--- src/rtl/adc_spi_pkg.sv ---
package adc_spi_pkg;

    typedef enum logic [1:0] {
        ST_IDLE  = 2'd0,
        ST_LEAD  = 2'd1,
        ST_SHIFT = 2'd2,
        ST_GAP   = 2'd3
    } seq_state_e;

endpackage

--- src/rtl/sclk_tick.sv ---
// Half-period timer: pulses tick every div cycles while run is high.
module sclk_tick #(
    parameter int DIV_W = 8
) (
    input  logic             clk,
    input  logic             rst_n,
    input  logic             run,
    input  logic [DIV_W-1:0] div,
    output logic             tick
);
    logic [DIV_W-1:0] cnt_d, cnt_q;

    always_comb begin
        tick  = run && (cnt_q == div - DIV_W'(1));
        cnt_d = cnt_q;
        if (!run || tick) cnt_d = '0;
        else              cnt_d = cnt_q + DIV_W'(1);
    end

    always_ff @(posedge clk or negedge rst_n) begin
        if (!rst_n) cnt_q <= '0;
        else        cnt_q <= cnt_d;
    end

    // with a divider above one, ticks never come on adjacent cycles
    p_tick_spacing_r2: assert property (@(posedge clk) disable iff (!rst_n)
        (tick && div > DIV_W'(1)) |=> !tick);

endmodule

--- src/rtl/rx_shifter.sv ---
// MSB-first receive shift register.
module rx_shifter #(
    parameter int WORD_W = 16
) (
    input  logic              clk,
    input  logic              rst_n,
    input  logic              clr,
    input  logic              cap,
    input  logic              bit_in,
    output logic [WORD_W-1:0] word
);
    logic [WORD_W-1:0] word_d, word_q;

    always_comb begin
        word_d = word_q;
        if (clr)      word_d = '0;
        else if (cap) word_d = {word_q[WORD_W-2:0], bit_in};
    end

    always_ff @(posedge clk or negedge rst_n) begin
        if (!rst_n) word_q <= '0;
        else        word_q <= word_d;
    end

    assign word = word_q;

    // a new frame starts from an empty register
    p_clear_r4: assert property (@(posedge clk) disable iff (!rst_n)
        clr |=> (word == '0));

endmodule

--- src/rtl/result_align.sv ---
// Phase-dependent right shift that extracts the conversion result.
module result_align #(
    parameter int WORD_W = 16,
    parameter int RES_W  = 12,
    parameter int PAD0   = 2,
    parameter int PAD1   = 3
) (
    input  logic [WORD_W-1:0] word,
    input  logic              phase1,
    output logic [RES_W-1:0]  result
);
    logic [WORD_W-1:0] shifted;

    always_comb begin
        shifted = phase1 ? (word >> PAD1) : (word >> PAD0);
        result  = shifted[RES_W-1:0];
    end

endmodule

--- src/rtl/adc_spi_sampler.sv ---
module adc_spi_sampler
    import adc_spi_pkg::*;
#(
    parameter int DIV_W   = 8,
    parameter int REP_W   = 8,
    parameter int WORD_W  = 16,
    parameter int RES_W   = 12,
    parameter int PD_BITS = 8,
    parameter int PAD0    = 2,
    parameter int PAD1    = 3
) (
    input  logic             clk,
    input  logic             rst_n,
    input  logic             start,
    input  logic             pd_req,
    input  logic             cpha,
    input  logic [DIV_W-1:0] half_div,
    input  logic [REP_W-1:0] rep_count,
    input  logic             cs_man_n,
    input  logic             miso,
    output logic             cs_n,
    output logic             sclk,
    output logic             busy,
    output logic [RES_W-1:0] sample,
    output logic             sample_valid
);
    localparam int EDGE_W = $clog2(2 * WORD_W + 1);
    localparam logic [EDGE_W-1:0] LAST_FULL = EDGE_W'(2 * WORD_W);
    localparam logic [EDGE_W-1:0] LAST_PD   = EDGE_W'(2 * PD_BITS);

    typedef struct packed {
        seq_state_e       st;
        logic [DIV_W-1:0] hd;
        logic             cpha;
        logic             pd;
        logic [REP_W-1:0] left;
        logic [EDGE_W-1:0] edges;
        logic             sclk;
        logic             cs;
        logic             valid;
        logic [RES_W-1:0] res;
    } ctl_t;

    ctl_t q, d;
    logic tick, cap, clr;
    logic [WORD_W-1:0] rx_word;
    logic [RES_W-1:0]  aligned;
    logic [EDGE_W-1:0] last_edge;

    sclk_tick #(.DIV_W(DIV_W)) u_tick (
        .clk   (clk),
        .rst_n (rst_n),
        .run   (q.st != ST_IDLE),
        .div   (q.hd),
        .tick  (tick)
    );

    rx_shifter #(.WORD_W(WORD_W)) u_rx (
        .clk    (clk),
        .rst_n  (rst_n),
        .clr    (clr),
        .cap    (cap),
        .bit_in (miso),
        .word   (rx_word)
    );

    result_align #(.WORD_W(WORD_W), .RES_W(RES_W), .PAD0(PAD0), .PAD1(PAD1)) u_align (
        .word   (rx_word),
        .phase1 (q.cpha),
        .result (aligned)
    );

    always_comb begin
        d         = q;
        d.valid   = 1'b0;
        cap       = 1'b0;
        clr       = 1'b0;
        last_edge = q.pd ? LAST_PD : LAST_FULL;
        case (q.st)
            ST_IDLE: begin
                if (start) begin
                    d.st    = ST_LEAD;
                    d.hd    = (half_div == '0) ? DIV_W'(1) : half_div;
                    d.cpha  = cpha;
                    d.pd    = pd_req;
                    d.left  = (pd_req || rep_count == '0) ? REP_W'(1) : rep_count;
                    d.cs    = 1'b0;
                    d.edges = '0;
                    clr     = 1'b1;
                end
            end
            ST_LEAD: begin
                if (tick) begin
                    d.st    = ST_SHIFT;
                    d.sclk  = 1'b0;
                    d.edges = EDGE_W'(1);
                    cap     = !q.cpha;
                end
            end
            ST_SHIFT: begin
                if (tick) begin
                    if (q.edges == last_edge) begin
                        d.st    = ST_GAP;
                        d.cs    = 1'b1;
                        d.edges = '0;
                        d.valid = !q.pd;
                        if (!q.pd) d.res = aligned;
                    end else begin
                        d.sclk  = ~q.sclk;
                        d.edges = q.edges + EDGE_W'(1);
                        cap     = ((~q.sclk) == q.cpha);
                    end
                end
            end
            ST_GAP: begin
                if (tick) begin
                    if (q.edges == EDGE_W'(1)) begin
                        if (q.left > REP_W'(1)) begin
                            d.left  = q.left - REP_W'(1);
                            d.st    = ST_LEAD;
                            d.cs    = 1'b0;
                            d.edges = '0;
                            clr     = 1'b1;
                        end else begin
                            d.st = ST_IDLE;
                        end
                    end else begin
                        d.edges = q.edges + EDGE_W'(1);
                    end
                end
            end
            default: d.st = ST_IDLE;
        endcase
    end

    always_ff @(posedge clk or negedge rst_n) begin
        if (!rst_n) begin
            q       <= '0;
            q.st    <= ST_IDLE;
            q.hd    <= DIV_W'(1);
            q.left  <= REP_W'(1);
            q.sclk  <= 1'b1;
            q.cs    <= 1'b1;
        end else begin
            q <= d;
        end
    end

    assign busy         = (q.st != ST_IDLE);
    assign sclk         = q.sclk;
    assign cs_n         = (busy ? q.cpha : cpha) ? cs_man_n : q.cs;
    assign sample       = q.res;
    assign sample_valid = q.valid;

    // the result strobe never lasts two cycles
    p_valid_one_r7: assert property (@(posedge clk) disable iff (!rst_n)
        sample_valid |=> !sample_valid);

    // clock and automatic select rest high when idle
    p_idle_lines_r2: assert property (@(posedge clk) disable iff (!rst_n)
        (q.st == ST_IDLE) |-> (q.sclk && q.cs));

    // the inter-frame gap keeps select released and clock high
    p_gap_cs_r9: assert property (@(posedge clk) disable iff (!rst_n)
        (q.st == ST_GAP) |-> (q.cs && q.sclk));

    // a power-down frame never reports a result
    p_pd_silent_r8: assert property (@(posedge clk) disable iff (!rst_n)
        (q.st == ST_SHIFT && q.pd) |=> !sample_valid);

    // a start in mid-frame does not restart the sequence
    p_start_blocked_r10: assert property (@(posedge clk) disable iff (!rst_n)
        (q.st == ST_SHIFT && start) |=> (q.st != ST_LEAD));

endmodule

--- config.mk ---
export PLATFORM = sky130hd
export DESIGN_NAME = adc_spi_sampler
export DESIGN_NICKNAME = d
export VERILOG_FILES = /design/src/rtl/adc_spi_pkg.sv /design/src/rtl/sclk_tick.sv /design/src/rtl/rx_shifter.sv /design/src/rtl/result_align.sv /design/src/rtl/adc_spi_sampler.sv
export SDC_FILE = /design/constraint.sdc
export NUM_CORES = 1
export LEC_CHECK = 0
export BUFFER_PORTS_ARGS = -buffer_cell sky130_fd_sc_hd__buf_4
export CAP_MARGIN = 20
export CORE_ASPECT_RATIO = 0.5
export CORE_MARGIN = 2
export CORE_UTILIZATION = 59
export CTS_BUF_LIST = sky130_fd_sc_hd__clkbuf_16
export DETAILED_ROUTE_END_ITERATION = 8
export PLACE_DENSITY = 0.87
export SYNTH_ARGS = -nofsm -noshare
export SYNTH_HDL_FRONTEND = slang
export SYNTH_SLANG_ARGS = --single-unit
--- constraint.sdc ---
create_clock -name clk -period 3.42 [get_ports clk]
set_input_delay 0.855 -clock clk [delete_from_list [all_inputs] [get_ports clk]]
set_output_delay 0.855 -clock clk [all_outputs]
set_load 0.01 [all_outputs]
==> summary.md <==
| Metric | Value |
|---|---|
| Clk root buf | clkbuf_16 |
| Startpoint types | flop |
| Routed length per instance | around 17 um |
| Worst setup startpoint | q[40] |
| Slowest CP cell | ha_1 |
| Vias/cell | 6.20 |
| Leakage Power | 2.03 nW |
| Critical Path AT | 2300 ps |
| Library cells used by synthesis | 63 |
| Worst r2r src | q[32] |
| WP data required | roughly 2600 ps |
| Final period utilization | 92.1% |
| CTS tree | built |
| GRT overflow | 0 |
| CP Capture Type | output port |
| DP HPWL | 5860 um |
| Core area | slightly above 0.006 mm^2 |
| Largest family of logic cells by synthesized area | simple AND/OR/NAND/NOR gates |
| Fin crit period | 3150 ps |
| CTS resizes | 0 |
| Critical path cell sequence | inv_1 > ha_1 > mux2i_1 > mux2_2 > buf_4 |
| Reg clk slew, reported paths | 50 ps |
| Max-slew violations | 0 |
| Delay-heaviest family, CP | multiplexers |
| Total Routing Usage GR | roughly 25% |
| Drt total wl | 8340 um |
| Peak Freq | 317 MHz |
| Crit path largest cell delay | 620 ps |
| Hold Path Class | flop to flop |
| Slew margin rel. | 46.9% |
| Area grow syn2layout | 14.1% |
| Layout Skew | 6.34 ps |
| Final setup viols | 0 |
| Initial antenna violation count | 0 |
| RePlAce Congestion | 0.887 |
| Initial Util | 61.8% |
| Post-Synth Simple-Gate Area | 17.8% |
| FILL cells | 452 |
| First-pass GRT wire length | 14,000 um |
| Pwr/cell area | 383 mW/mm^2 |
| Violation count after the first detailed-route iteration | 287 |
| Die span in y | 60.8 um |
| Buffers on Ports | 38 |
| Max_cap viols | 0 |
| Vias in the first global route | slightly below 3,000 |
| WHS | about 490 ps |
| Worst-path maximum fanout | 15 |
| Status | finished clean |
| Ys flop type | dfrtp_1 |
| Post-synth EDFFs | 0 |
| Setup bufs post-CTS | 0 |
| Worst hold start | sample[5] |
| Mux contribution to synthesized area | roughly 16% |
| Hold Buf Count CTS | 0 |
| Synth warnings | 0 |
| I/O pin cnt | 39 |
| Yosys reg bits | between 60 and 70 |
| Max VDD drop | 0.321 mV |
| Fin nets | 425 |
| Die ar. | between 0.007 and 0.008 mm^2 |
| Post-route ant nets | 0 |
| Fin Setup TNS | 0 ps |
| Area of the multi-input gates | between 0.0015 and 0.002 mm^2 |
| Final hold vios | 0 |
| Pre-antenna DRT Iters | 5 |
| Worst-Skew Late Latency | 340 ps |
| Synth Area in XOR/XNOR | 3.22% |
| Async set-reset flop share out of synthesis | 100% |
| Clock Sinks | 64 |
| Measured slew at the worst slew-check pin | 785 ps |
| RSZ-0062 raised after global routing | no |
| Layout cell share with drive strength beyond 1 | a little over a quarter |
| Largest net degree at the start of global routing | 65 |
| Row cnt | 20 |
| Mapped Cells | 365 |
| Reg area | 0.00161 mm^2 |
| Clock Path Buffers | 2 |
| Cell area after synthesis | 0.00380 mm^2 |
| Most frequent cells in the layout | dfrtp_1, buf_4, mux2_2 |
| Vias | about 3,000 |
| Mean Syn Cell Area | about 10 um^2 |
| Compound-Gate Fraction of Synth Area | between 10% and 20% |
| Sequential area share after synthesis | a little over two fifths |
| Crit path kind | flop to output port |
| H-tree depth | 3 |
| Ant. Diodes | 0 |
| Commonest non-fill, non-tap cell in the layout | dfrtp_1 |
| Synthesized net count | 399 |
| CP Buf/Inv Count | 2 |
| Die Span X | 118 um |
| Post-Synth Adder-Cell Area | 3.62% |
| Clock buffer count from CTS | 9 |
| DRC violations left | 0 |
-- worst paths after layout --
path,to,cells past startpoint,slack (ps)
max,cs_n,5,270
min reg2reg,sample[5],1,490
max reg2reg,q[21],7,490
min,sample[5],1,490
max in group asynchronous,q[25],1,2290
min in group asynchronous,sample[11],1,610
-- sequential cells by signal, summed over array words and instances (netlist names) --
signal / flops
q: 27
u_rx.word: 15
sample: 12
u_tick.cnt_q: 8
sample_valid: 1
sclk: 1
-- logic make-up (layout without fill, tap and decap cells) --
logic type      Yosys count  count (layout)
simple gates            123             123
flops                    64              64
xor+xnor                 14              14
mux                      56              56
compound gates           58              58
buf+inv                  39              68
fa+ha+maj                11              11
-- metrics by stage --
stage	total power, mW	setup WS (ps)	utilization, %	cells	area, um^2
after floorplan	0.774	680	-	365	3800
after global placement	0.811	678	66.1	468	4070
after detailed placement	0.813	566	66.1	468	4070
after CTS	1.68	285	70.5	482	4340
after global routing	1.71	210	70.5	482	4340
final	1.66	270	70.5	482	4340
-- layer usage --
metal	part of all wire, %	global-route usage [%]
met1	43	30.7
met2	49	44.0
met3	6.7	8.83
met4	1.8	9.12
met5	0	0
-- synthesized netlist by cell type (3+ instances only) --
library cell  instances  area [um^2]
dfstp_2               4          105
inv_1                12         45.0
ha_1                 11          138
nand2b_1              6         37.5
o211ai_1              9         67.6
clkbuf_1              8         30.0
nand4_1               3         18.8
nand2_1              18         67.6
dfrtp_1              60         1500
and3_1                8         50.1
xnor2_1               4         35.0
buf_4                12         90.1
a32o_1                4         40.0
xor2_1               10         87.6
nor3b_1               3         22.5
nor2b_1               3         18.8
nor2_2                9         56.3
a21oi_1              12         60.1
nand3b_1              4         30.0
mux2i_1              22          220
o21ai_0               3         15.0
nor3_1               11         55.1
nor2_1               27          101
a211o_1               5         43.8
a221o_1               3         30.0
buf_2                 4         20.0
nand3_1              16         80.1
mux2_2               32          360
-- power by group --
part           switching, mW  internal [mW]
combinational         0.0225         0.0177
sequential                 0          0.758
clock                  0.316          0.548
-- final cells by class --
type	instances	area share (%)
Sequential cell	64	37.0
Multi-Input combinational cell	262	45.9
Clock inverter	5	1.15
Inverter	13	1.12
Tap cell	88	2.54
Clock buffer	9	5.19
Timing Repair Buffer	41	7.09
No activity file was read; power rests on OpenSTA's default activity.
